--- src/rtl/splitter_pkg.sv ---
// Package: shared types for the command splitter.
// Assumes the opcode base values are 0, 2 and 4 for the three command sizes,
// with the write opcode one above the read opcode.
package splitter_pkg;

    typedef enum logic [1:0] {
        KIND_HALF  = 2'd0,
        KIND_WORD  = 2'd1,
        KIND_BURST = 2'd2
    } cmd_kind_e;

    typedef enum logic {
        ST_IDLE = 1'b0,
        ST_BUSY = 1'b1
    } split_state_e;

    // Read opcode for each command kind; a write adds one.
    function automatic logic [2:0] kind_base_op(cmd_kind_e k);
        case (k)
            KIND_HALF:  kind_base_op = 3'd0;
            KIND_WORD:  kind_base_op = 3'd2;
            default:    kind_base_op = 3'd4;
        endcase
    endfunction

endpackage

--- src/rtl/req_check.sv ---
// Module: req_check
// Validates an incoming request and works out the length to plan.
// Assumes: odd addresses are never allowed; odd lengths are refused for reads
// and rounded up by one byte for writes.
module req_check #(
    parameter int ADDR_W = 32,
    parameter int LEN_W  = 16
) (
    input  logic [ADDR_W-1:0] addr,
    input  logic [LEN_W-1:0]  len,
    input  logic              is_write,
    output logic              reject,
    output logic [LEN_W:0]    planned_len
);

    // Refuse unaligned starts and odd-length reads.
    always_comb begin
        reject = addr[0] | (~is_write & len[0]);
    end

    // Pad odd write lengths to the next even count.
    always_comb begin
        planned_len = {1'b0, len} + {{LEN_W{1'b0}}, (is_write & len[0])};
    end

endmodule

--- src/rtl/cmd_select.sv ---
// Module: cmd_select
// Picks the next command from the low address bits and the bytes remaining.
// Assumes the address is even and remain is even and nonzero when it is used.
module cmd_select
    import splitter_pkg::*;
#(
    parameter int LEN_W     = 16,
    parameter int BURST_MAX = 240,
    parameter int CNT_W     = 8
) (
    input  logic [2:0]       align,
    input  logic [LEN_W:0]   remain,
    input  logic             is_write,
    output logic [2:0]       op,
    output logic [CNT_W-1:0] nbytes
);

    localparam logic [LEN_W:0] BURST_CAP = (LEN_W+1)'(BURST_MAX);
    localparam logic [LEN_W:0] WORD_LIM  = (LEN_W+1)'(6);
    localparam logic [LEN_W:0] HALF_LEN  = (LEN_W+1)'(2);

    cmd_kind_e      kind;
    logic [LEN_W:0] rounded;

    // Priority rule: 2-byte first, then 4-byte, then burst.
    always_comb begin
        if (align == 3'd2 || align == 3'd6 || remain == HALF_LEN)
            kind = KIND_HALF;
        else if (align == 3'd4 || remain <= WORD_LIM)
            kind = KIND_WORD;
        else
            kind = KIND_BURST;
    end

    // Burst size: remaining count rounded down to 8, capped.
    always_comb begin
        rounded = {remain[LEN_W:3], 3'b000};
        if (rounded > BURST_CAP)
            rounded = BURST_CAP;
    end

    // Byte count and opcode for the selected kind.
    always_comb begin
        case (kind)
            KIND_HALF:  nbytes = CNT_W'(2);
            KIND_WORD:  nbytes = CNT_W'(4);
            default:    nbytes = rounded[CNT_W-1:0];
        endcase
        op = kind_base_op(kind) | {2'b00, is_write};
    end

endmodule

--- src/rtl/xfer_splitter.sv ---
// Module: xfer_splitter
// Top of the command splitter: accepts a request while idle, then issues
// aligned commands one per handshake until the planned length is used up.
// Assumes cmd_ready may be withheld for any number of cycles.
module xfer_splitter
    import splitter_pkg::*;
#(
    parameter int ADDR_W    = 32,
    parameter int LEN_W     = 16,
    parameter int BURST_MAX = 240,
    parameter int CNT_W     = $clog2(BURST_MAX + 1)
) (
    input  logic              clk,
    input  logic              rst_n,
    input  logic              req_valid,
    output logic              req_ready,
    input  logic [ADDR_W-1:0] req_addr,
    input  logic [LEN_W-1:0]  req_len,
    input  logic              req_write,
    output logic              cmd_valid,
    input  logic              cmd_ready,
    output logic [2:0]        cmd_op,
    output logic [ADDR_W-1:0] cmd_addr,
    output logic [CNT_W-1:0]  cmd_len,
    output logic              done,
    output logic              err
);

    localparam logic [LEN_W:0] ZERO_LEN = '0;

    split_state_e      state;
    logic [ADDR_W-1:0] cur_addr;
    logic [LEN_W:0]    remain;
    logic              cur_write;
    logic              done_q;
    logic              err_q;

    logic              reject;
    logic [LEN_W:0]    planned_len;
    logic              take_req;
    logic              take_cmd;
    logic [LEN_W:0]    step;

    req_check #(
        .ADDR_W (ADDR_W),
        .LEN_W  (LEN_W)
    ) u_check (
        .addr        (req_addr),
        .len         (req_len),
        .is_write    (req_write),
        .reject      (reject),
        .planned_len (planned_len)
    );

    cmd_select #(
        .LEN_W     (LEN_W),
        .BURST_MAX (BURST_MAX),
        .CNT_W     (CNT_W)
    ) u_select (
        .align    (cur_addr[2:0]),
        .remain   (remain),
        .is_write (cur_write),
        .op       (cmd_op),
        .nbytes   (cmd_len)
    );

    // Handshake qualifiers and the step size of the current command.
    always_comb begin
        req_ready = (state == ST_IDLE);
        cmd_valid = (state == ST_BUSY);
        take_req  = req_valid & req_ready;
        take_cmd  = cmd_valid & cmd_ready;
        step      = (LEN_W+1)'(cmd_len);
        cmd_addr  = cur_addr;
        done      = done_q;
        err       = err_q;
    end

    // Request walk: load on accept, advance per accepted command.
    always_ff @(posedge clk) begin
        if (!rst_n) begin
            state     <= ST_IDLE;
            cur_addr  <= '0;
            remain    <= '0;
            cur_write <= 1'b0;
        end else if (take_req) begin
            cur_addr  <= req_addr;
            remain    <= planned_len;
            cur_write <= req_write;
            if (!reject && planned_len != ZERO_LEN)
                state <= ST_BUSY;
        end else if (take_cmd) begin
            cur_addr <= cur_addr + ADDR_W'(cmd_len);
            remain   <= remain - step;
            if (remain == step)
                state <= ST_IDLE;
        end
    end

    // Completion and refusal pulses, one cycle each.
    always_ff @(posedge clk) begin
        if (!rst_n) begin
            done_q <= 1'b0;
            err_q  <= 1'b0;
        end else begin
            done_q <= (take_req & ~reject & (planned_len == ZERO_LEN))
                    | (take_cmd & (remain == step));
            err_q  <= take_req & reject;
        end
    end

    // Stalled command must not change.
    assert_hold_R11: assert property (@(posedge clk) disable iff (!rst_n)
        cmd_valid && !cmd_ready |=> cmd_valid && $stable(cmd_op)
                                    && $stable(cmd_addr) && $stable(cmd_len));

    // Small commands are aligned to their own size.
    assert_small_aligned_R5: assert property (@(posedge clk) disable iff (!rst_n)
        cmd_valid && cmd_len < CNT_W'(8) |->
            (cmd_len == CNT_W'(2) && !cmd_addr[0] && cmd_op[2:1] == 2'd0)
         || (cmd_len == CNT_W'(4) && cmd_addr[1:0] == 2'd0 && cmd_op[2:1] == 2'd1));

    // Bursts are 8-aligned, a multiple of 8 and within the cap.
    assert_burst_shape_R4: assert property (@(posedge clk) disable iff (!rst_n)
        cmd_valid && cmd_len >= CNT_W'(8) |->
            cmd_addr[2:0] == 3'd0 && cmd_len[2:0] == 3'd0
            && cmd_len <= CNT_W'(BURST_MAX) && cmd_op[2:1] == 2'd2);

    // A command never runs past the planned length.
    assert_no_overrun_R5: assert property (@(posedge clk) disable iff (!rst_n)
        cmd_valid |-> (LEN_W+1)'(cmd_len) <= remain);

    // A refused request leaves the block idle with no completion.
    assert_err_idle_R6: assert property (@(posedge clk) disable iff (!rst_n)
        err |-> !cmd_valid && !done && req_ready);

    // Completion is a single-cycle pulse.
    assert_done_pulse_R10: assert property (@(posedge clk) disable iff (!rst_n)
        done |=> !done);

    // No new request is taken while commands are pending.
    assert_busy_blocks_R12: assert property (@(posedge clk) disable iff (!rst_n)
        cmd_valid |-> !req_ready);

endmodule

--- config.mk ---
export PLATFORM = sky130hd
export DESIGN_NAME = xfer_splitter
export DESIGN_NICKNAME = d
export VERILOG_FILES = /design/src/rtl/splitter_pkg.sv /design/src/rtl/req_check.sv /design/src/rtl/cmd_select.sv /design/src/rtl/xfer_splitter.sv
export SDC_FILE = /design/constraint.sdc
export NUM_CORES = 1
export LEC_CHECK = 0
export ABC_AREA = 1
export BUFFER_PORTS_ARGS = -buffer_cell sky130_fd_sc_hd__buf_4
export CAP_MARGIN = 20
export CORE_MARGIN = 1
export CORE_UTILIZATION = 55
export CTS_CLUSTER_SIZE = 16
export DETAILED_ROUTE_END_ITERATION = 12
export PLACE_DENSITY = 0.8
export REMOVE_ABC_BUFFERS = 1
export SLEW_MARGIN = 20
export SYNTH_ARGS = -nofsm -noshare
export SYNTH_HDL_FRONTEND = slang
export SYNTH_SLANG_ARGS = --single-unit
--- constraint.sdc ---
create_clock -name clk -period 5.45 [get_ports clk]
set_input_delay 1.09 -clock clk [delete_from_list [all_inputs] [get_ports clk]]
set_output_delay 1.09 -clock clk [all_outputs]
set_load 0.05 [all_outputs]
# ---- Word level (Yosys, flattened, before mapping)
# Index checks and enable logic that the tools add are counted.
dict set report classes {
  n_addsub 3
  n_shift 0
  n_mux 13
  eq_ne 7
  mul 0
  n_reduce_logical 11
  div_mod_pow 0
  n_bitwise 14
  order_cmp 2
}
# operator count
set op_table {}
lappend op_table {{$mux 32} 2}
lappend op_table {{$mux 17} 2}
lappend op_table {{$add 32x8->32} 1}
lappend op_table {{$add 16x1->17} 1}
lappend op_table {{$eq 17x2->1 const B} 1}
lappend op_table {{$eq 17x8->1} 1}
lappend op_table {{$gt 17x8->1 const B} 1}
lappend op_table {{$le 17x3->1 const B} 1}
lappend op_table {{$logic_not 17->1} 1}
lappend op_table {{$reduce_bool 17->1} 1}
lappend op_table {{$sub 17x8->17} 1}
lappend op_table {{$pmux 8 s2} 1}
lappend op_table {{$and 1x1->1} 8}
lappend op_table {{$mux 8} 1}
lappend op_table {{$eq 3x3->1 const B} 2}
lappend op_table {{$pmux 3 s2} 1}
lappend op_table {{$mux 1} 4}
lappend op_table {{$mux 2} 2}
lappend op_table {{$reduce_bool 2->1} 2}
lappend op_table {{$eq 3x2->1 const B} 1}
lappend op_table {{$logic_or 1x1->1} 3}
lappend op_table {{$not 1->1} 3}
lappend op_table {{$or 3x1->3} 1}
lappend op_table {{$reduce_and 3->1} 1}
lappend op_table {{6 further kinds} 7}
dict set report word_totals {
  wordCells 56
  n_memories 0
  ram_bits 0
  in_bits 53
  ff_bits 53
  latchBits 0
  mem_bits_ro 0
  output_inout_bits 47
}

# ---- Logic depth before layout (Yosys ltp)
dict set report depth {
  depth_word 10
  depth_mapped 25
  ltp_nobuf 25
}

# ---- Modules after synthesis
# Synthesis repeated with hierarchy kept, for this count alone.
dict set report hier_totals {
  hier_cells 854
  area_unflattened_um2 4952.2
}
# module area_per_inst_um2 cells_per_inst seq_area_each_um2 n_inst
set by_module_without_submodules {}
lappend by_module_without_submodules {xfer_splitter 4275.4 715 1061.0 1}
lappend by_module_without_submodules {req_check 377.9 77 0.0 1}
lappend by_module_without_submodules {cmd_select 299.0 62 0.0 1}

# ---- Worst setup path after synthesis
# OpenSTA, ideal clock, no wires.
dict set report synth_path {
  path_kind {register -> register}
  from {reg cur_addr[1], in the netlist cmd_addr[1]}
  to {reg cur_addr[29], in the netlist cmd_addr[29]}
  setup_ns 0.071
  arrival_ns 3.274
  path_buffers 0
  required_ns 5.379
  synth_period_minus_slack_ns 3.345
  stages_incl_launch_ff 20
  path_slack_ns 2.105
  path_cell_list {dfxtp_1 inv_1 o21ai_2 inv_1 nand2_1 inv_1 fa_1 nand2_1 nand2_1 nand2_1 inv_1 nand2_1 nand2_1 nand2_1 inv_2 nand2_1 nand2_1 nand3_1 nand2_1 a21oi_1}
}
dict set report synth_between {
  elab_chain_len 9
  word_cells_on_any_way 14
  cone_classes {add/sub (1); eq/ne (4); mux (5); reduce/logical (4)}
}
# item line_no
set synth_lines {}
lappend synth_lines {{start: declaration} xfer_splitter.sv:32} ;# logic [ADDR_W-1:0] cur_addr;
lappend synth_lines {{start signal: assignment} xfer_splitter.sv:87} ;# cur_addr <= req_addr;
lappend synth_lines {{start signal: assignment} xfer_splitter.sv:93} ;# cur_addr <= cur_addr + ADDR_W'(cmd_len);
lappend synth_lines {{$eq 3x3->1 (tied with other cells)} cmd_select.sv:29} ;# else if (align == 3'd4 || remain <= WORD_LIM)
lappend synth_lines {{$logic_or 1x1->1, on equally long branches} {cmd_select.sv:29, cmd_select.sv:27}}
lappend synth_lines {{$mux 2 or $logic_or 1x1->1 (tied branches)} {cmd_select.sv:29, cmd_select.sv:27}}
lappend synth_lines {{$mux 2 *} cmd_select.sv:27} ;# if (align == 3'd2 || align == 3'd6 || remain == HALF_LEN)
lappend synth_lines {{$eq 2x1->1 or $logic_not 2->1 (tied branches)} cmd_select.sv:44} ;# case (kind)
lappend synth_lines {{$pmux 8 s2 *} cmd_select.sv:44}
lappend synth_lines {{net cmd_len[1]} xfer_splitter.sv:24} ;# output logic [CNT_W-1:0] cmd_len,
lappend synth_lines {{$add 32x8->32 *} xfer_splitter.sv:93}
lappend synth_lines {{$mux 32 *} xfer_splitter.sv:92} ;# end else if (take_cmd) begin
lappend synth_lines {{$mux 32 *} xfer_splitter.sv:86} ;# end else if (take_req) begin
# Mark *: on every way through the listed nets, which the timed path passes. The rest lies on a longest branch. The select of a mux whose other input is x is not followed.
# A chain may end at the register's enable or synchronous reset.

# ---- Final worst setup path
dict set report layout_path {
  from {reg remain[11]}
  to {out cmd_len[2]}
}
dict set report layout_between {
  elab_chain_len 6
  word_cells_on_any_way 9
  cone_classes {order compare (1); eq/ne (2); mux (3); reduce/logical (3)}
}
# item line_no
set layout_lines {}
lappend layout_lines {{start: declaration} xfer_splitter.sv:33} ;# logic [LEN_W:0] remain;
lappend layout_lines {{start signal: assignment} xfer_splitter.sv:88} ;# remain <= planned_len;
lappend layout_lines {{start signal: assignment} xfer_splitter.sv:94} ;# remain <= remain - step;
lappend layout_lines {{$le 17x3->1} cmd_select.sv:29}
lappend layout_lines {{$logic_or 1x1->1} cmd_select.sv:29}
lappend layout_lines {{$mux 2} cmd_select.sv:29}
lappend layout_lines {{$mux 2 *} cmd_select.sv:27}
lappend layout_lines {{$eq 2x1->1 or $logic_not 2->1 (tied branches)} cmd_select.sv:44}
lappend layout_lines {{$pmux 8 s2 *} cmd_select.sv:44}
lappend layout_lines {{end: declaration} xfer_splitter.sv:24}
# Mark *: on every way between the ends. The rest lies on a longest branch, timed or not.

==> impl_metrics.tcl <==
set metrics [dict create \
    outcome "finished clean" \
    async_reset_ff_frac 0 \
    hold_violations 0 \
    clkTransAtPathRegs_ps 100 \
    drive_gt1_frac 0.1817 \
    io_pins 100 \
    cts_made_buffers 5 \
    power_density_mw_per_mm2 256.6 \
    r2r_slack_ps 2230 \
    critPathKind "reg2out" \
    worstReg2RegEnd "cmd_addr[13]$_SDFFE_PN0P_" \
    critPathSlowestCell "dfxtp_1" \
    num_antenna_cells 0 \
    vias 5464 \
    seq_power_share 0.332 \
    syn_to_final_growth_pct 18.59 \
    start_util 0.5669 \
    power_mw 1.418 \
    insertion_delay_ps 320 \
    clockRootBuffer "clkbuf_8" \
    grt_pass1_vias 4880 \
    synth_edf_count 0 \
    leakage_nw 2.653 \
    ant_nets 0 \
    hp-start "cur_write$_SDFFE_PN0P_" \
    synthFlopType "dfxtp_1" \
    cts_num_sinks 53 \
    syn_area_per_cell_sq_um 5.882 \
    period_share 0.5957 \
    p_sw_frac 0.4590 \
    gp_congestion 0.9998 \
    nNetsFinal 944 \
    crit_chain "or2_1 -> nor2_2 -> and2_4 -> nand2_4 -> nand2_1 -> nand2_1 -> o22ai_2 -> nand2_1 -> inv_1 -> buf_4" \
    first_iter_violations 229 \
    power.internal_mw 0.7670 \
    setup_violations 0 \
    final_area_sq_mm 0.005524 \
    grt_max_degree 51 \
    tns_ps 0 \
    yosysWarnings 0 \
    hp-class "reg2reg" \
    route.detailed.wl_per_inst_um 14.02 \
    cp_max_fo 6 \
    cp-end-kind "primary output" \
    syn_inst 792 \
    drv_cap 0 \
    tightest_slew_ps 743.8 \
    critPathMaxStageDelay_ps 360 \
    hold_depth 2 \
    ys_seq_area_frac 0.2278 \
    syn_area_sq_mm 0.004658 \
    worstRegToRegCells 21 \
    routed_wl_um 13740 \
    ctsHoldBuffers 0 \
    max_freq_mhz 308.0 \
    maxSlewViolCount 0 \
    cp.required_ps 4360 \
    slew_headroom 0.5034 \
    pre_cts_slack_ps 2166 \
    finClkSkew_ps 10.99 \
    die_h_um 94.03 \
    layout_common_cells "224 x nand2_1, 100 x buf_4, 82 x inv_1, 82 x nor2_1, 76 x nand3_1" \
    hold_end "cur_write$_SDFFE_PN0P_" \
    dieArea_sq_mm 0.008842 \
    ctsResizeCount 0 \
    coreArea_sq_mm 0.008217 \
    setup_ws_ps 2203 \
    drcViolationCount 0 \
    clkPwrFrac 0.182 \
    ys_types 47 \
    grt_setup_unrepaired "no" \
    post_cts_buffers 0 \
    p_sw_mw 0.6507 \
    antenna_found_initial 0 \
    drt_pass1_iterations 5 \
    peakVddDrop_uv 147.7 \
    fill_cells 792 \
    grt_usage 0.3147 \
    via_per_inst 5.576 \
    htree_num_levels 2 \
    synth-seq-cells 53 \
    comb_power_share 0.486 \
    grt_pass1_wl_um 22110 \
    port_buffers 98 \
    grt_overflow 0 \
    crit_top_cell "nand2_1" \
    cts_tree "yes" \
    cts_max_path_buffers 2 \
    arrival_ps 2160 \
    final_common_cell "nand2_1" \
    min_period_ps 3247 \
    critPathLaunchType "register" \
    dpl_cell_area_sq_mm 0.005423 \
    dp_hpwl_um 10290 \
    r2r-start "remain[8]$_SDFFE_PN0P_" \
    die_w_um 94.03 \
    fp-row-count 33 \
]
## critical path: cells and delay by family, from the launching register on
kind,cells,cell delay (ps)
compound gates,1,160
flops,1,360
buf+inv,2,410
simple gates,7,930
## stage by stage
stage,utilization,hold slack [ps],instances
6_report,0.6723,499.7,980
5_1_grt,0.6723,527.0,980
4_1_cts,0.6723,500.9,980
3_5_place_dp,0.6600,485.6,972
3_3_place_gp,0.6600,476.2,972
2_1_floorplan,-,470.7,767
## logic make-up after synthesis
family,Yosys count,share of synthesized area
AO/OA/AOI/OAI,132,0.1636
buffers and inverters,122,0.1039
AND/OR/NAND/NOR,460,0.4418
flip-flops,53,0.2278
other,1,0.0008050
XOR/XNOR,7,0.01316
adder cells (fa/ha/maj),17,0.04889
## state kept, by name, summed over array words and instances (netlist names)
name       count
cmd_valid      1
cmd_addr      32
err            1
cur_write      1
done           1
remain        17
## power groups by stage
stage	Sequential (mW)	Combinational, mW	Clock (mW)
3_5_place_dp	0.479	0.680	0
5_1_grt	0.477	0.756	0.274
3_3_place_gp	0.477	0.671	0
6_report	0.471	0.689	0.258
2_1_floorplan	0.540	0.420	0
4_1_cts	0.470	0.682	0.263
## worst max-delay path by stage
stage	depth (start not counted)	slack (ps)	startpoint	end
floorplan	7	1220	req_valid	remain[6]$_SDFFE_PN0P_
finish	10	2200	remain[11]$_SDFFE_PN0P_	cmd_len[2]
CTS	10	2190	remain[11]$_SDFFE_PN0P_	cmd_len[2]
global route	21	1930	remain[8]$_SDFFE_PN0P_	cmd_addr[13]$_SDFFE_PN0P_
detailed placement	7	2170	cmd_ready	remain[9]$_SDFFE_PN0P_
global placement	9	2250	cmd_ready	cmd_addr[4]$_SDFFE_PN0P_
## layer usage
metal	vias to the layer above	track usage	share of wire
met3	26	0.02670	0.061
li1	2765	-	-
met1	2461	0.3757	0.41
met5	-	0	0
met2	212	0.5785	0.50
met4	0	0.1192	0.024
## Yosys cell counts, drive strengths merged (3+ instances only)
| cell type | count | area share |
|---|---|---|
| dfxtp | 53 | 0.23 |
| buf | 12 | 0.015 |
| o22ai | 8 | 0.012 |
| o21bai | 4 | 0.0064 |
| xor2 | 3 | 0.0056 |
| nor3 | 14 | 0.019 |
| a21oi | 48 | 0.052 |
| inv | 95 | 0.077 |
| o2111ai | 3 | 0.0056 |
| nand3 | 77 | 0.084 |
| a31oi | 5 | 0.0067 |
| and2 | 4 | 0.0059 |
| xnor2 | 4 | 0.0075 |
| o21ai | 52 | 0.061 |
| nand3b | 14 | 0.023 |
| or2 | 11 | 0.015 |
| clkbuf | 13 | 0.010 |
| a211oi | 6 | 0.0097 |
| nor2 | 93 | 0.082 |
| nand2 | 229 | 0.19 |
| nand4 | 17 | 0.023 |
| ha | 15 | 0.040 |
## cell type report
| type | instances | area (sq um) | area share |
|---|---|---|---|
| timing repair buffer | 100 | 750.7 | 0.1359 |
| multi-input combinational | 617 | 3115 | 0.5640 |
| clock buffer | 7 | 96.34 | 0.01744 |
| inverter | 97 | 364.1 | 0.06591 |
| sequential | 53 | 1061 | 0.1921 |
| tap | 105 | 131.4 | 0.02378 |
| clock inverter | 1 | 5.005 | 0.0009060 |
(Power assumes the default switching activity.)
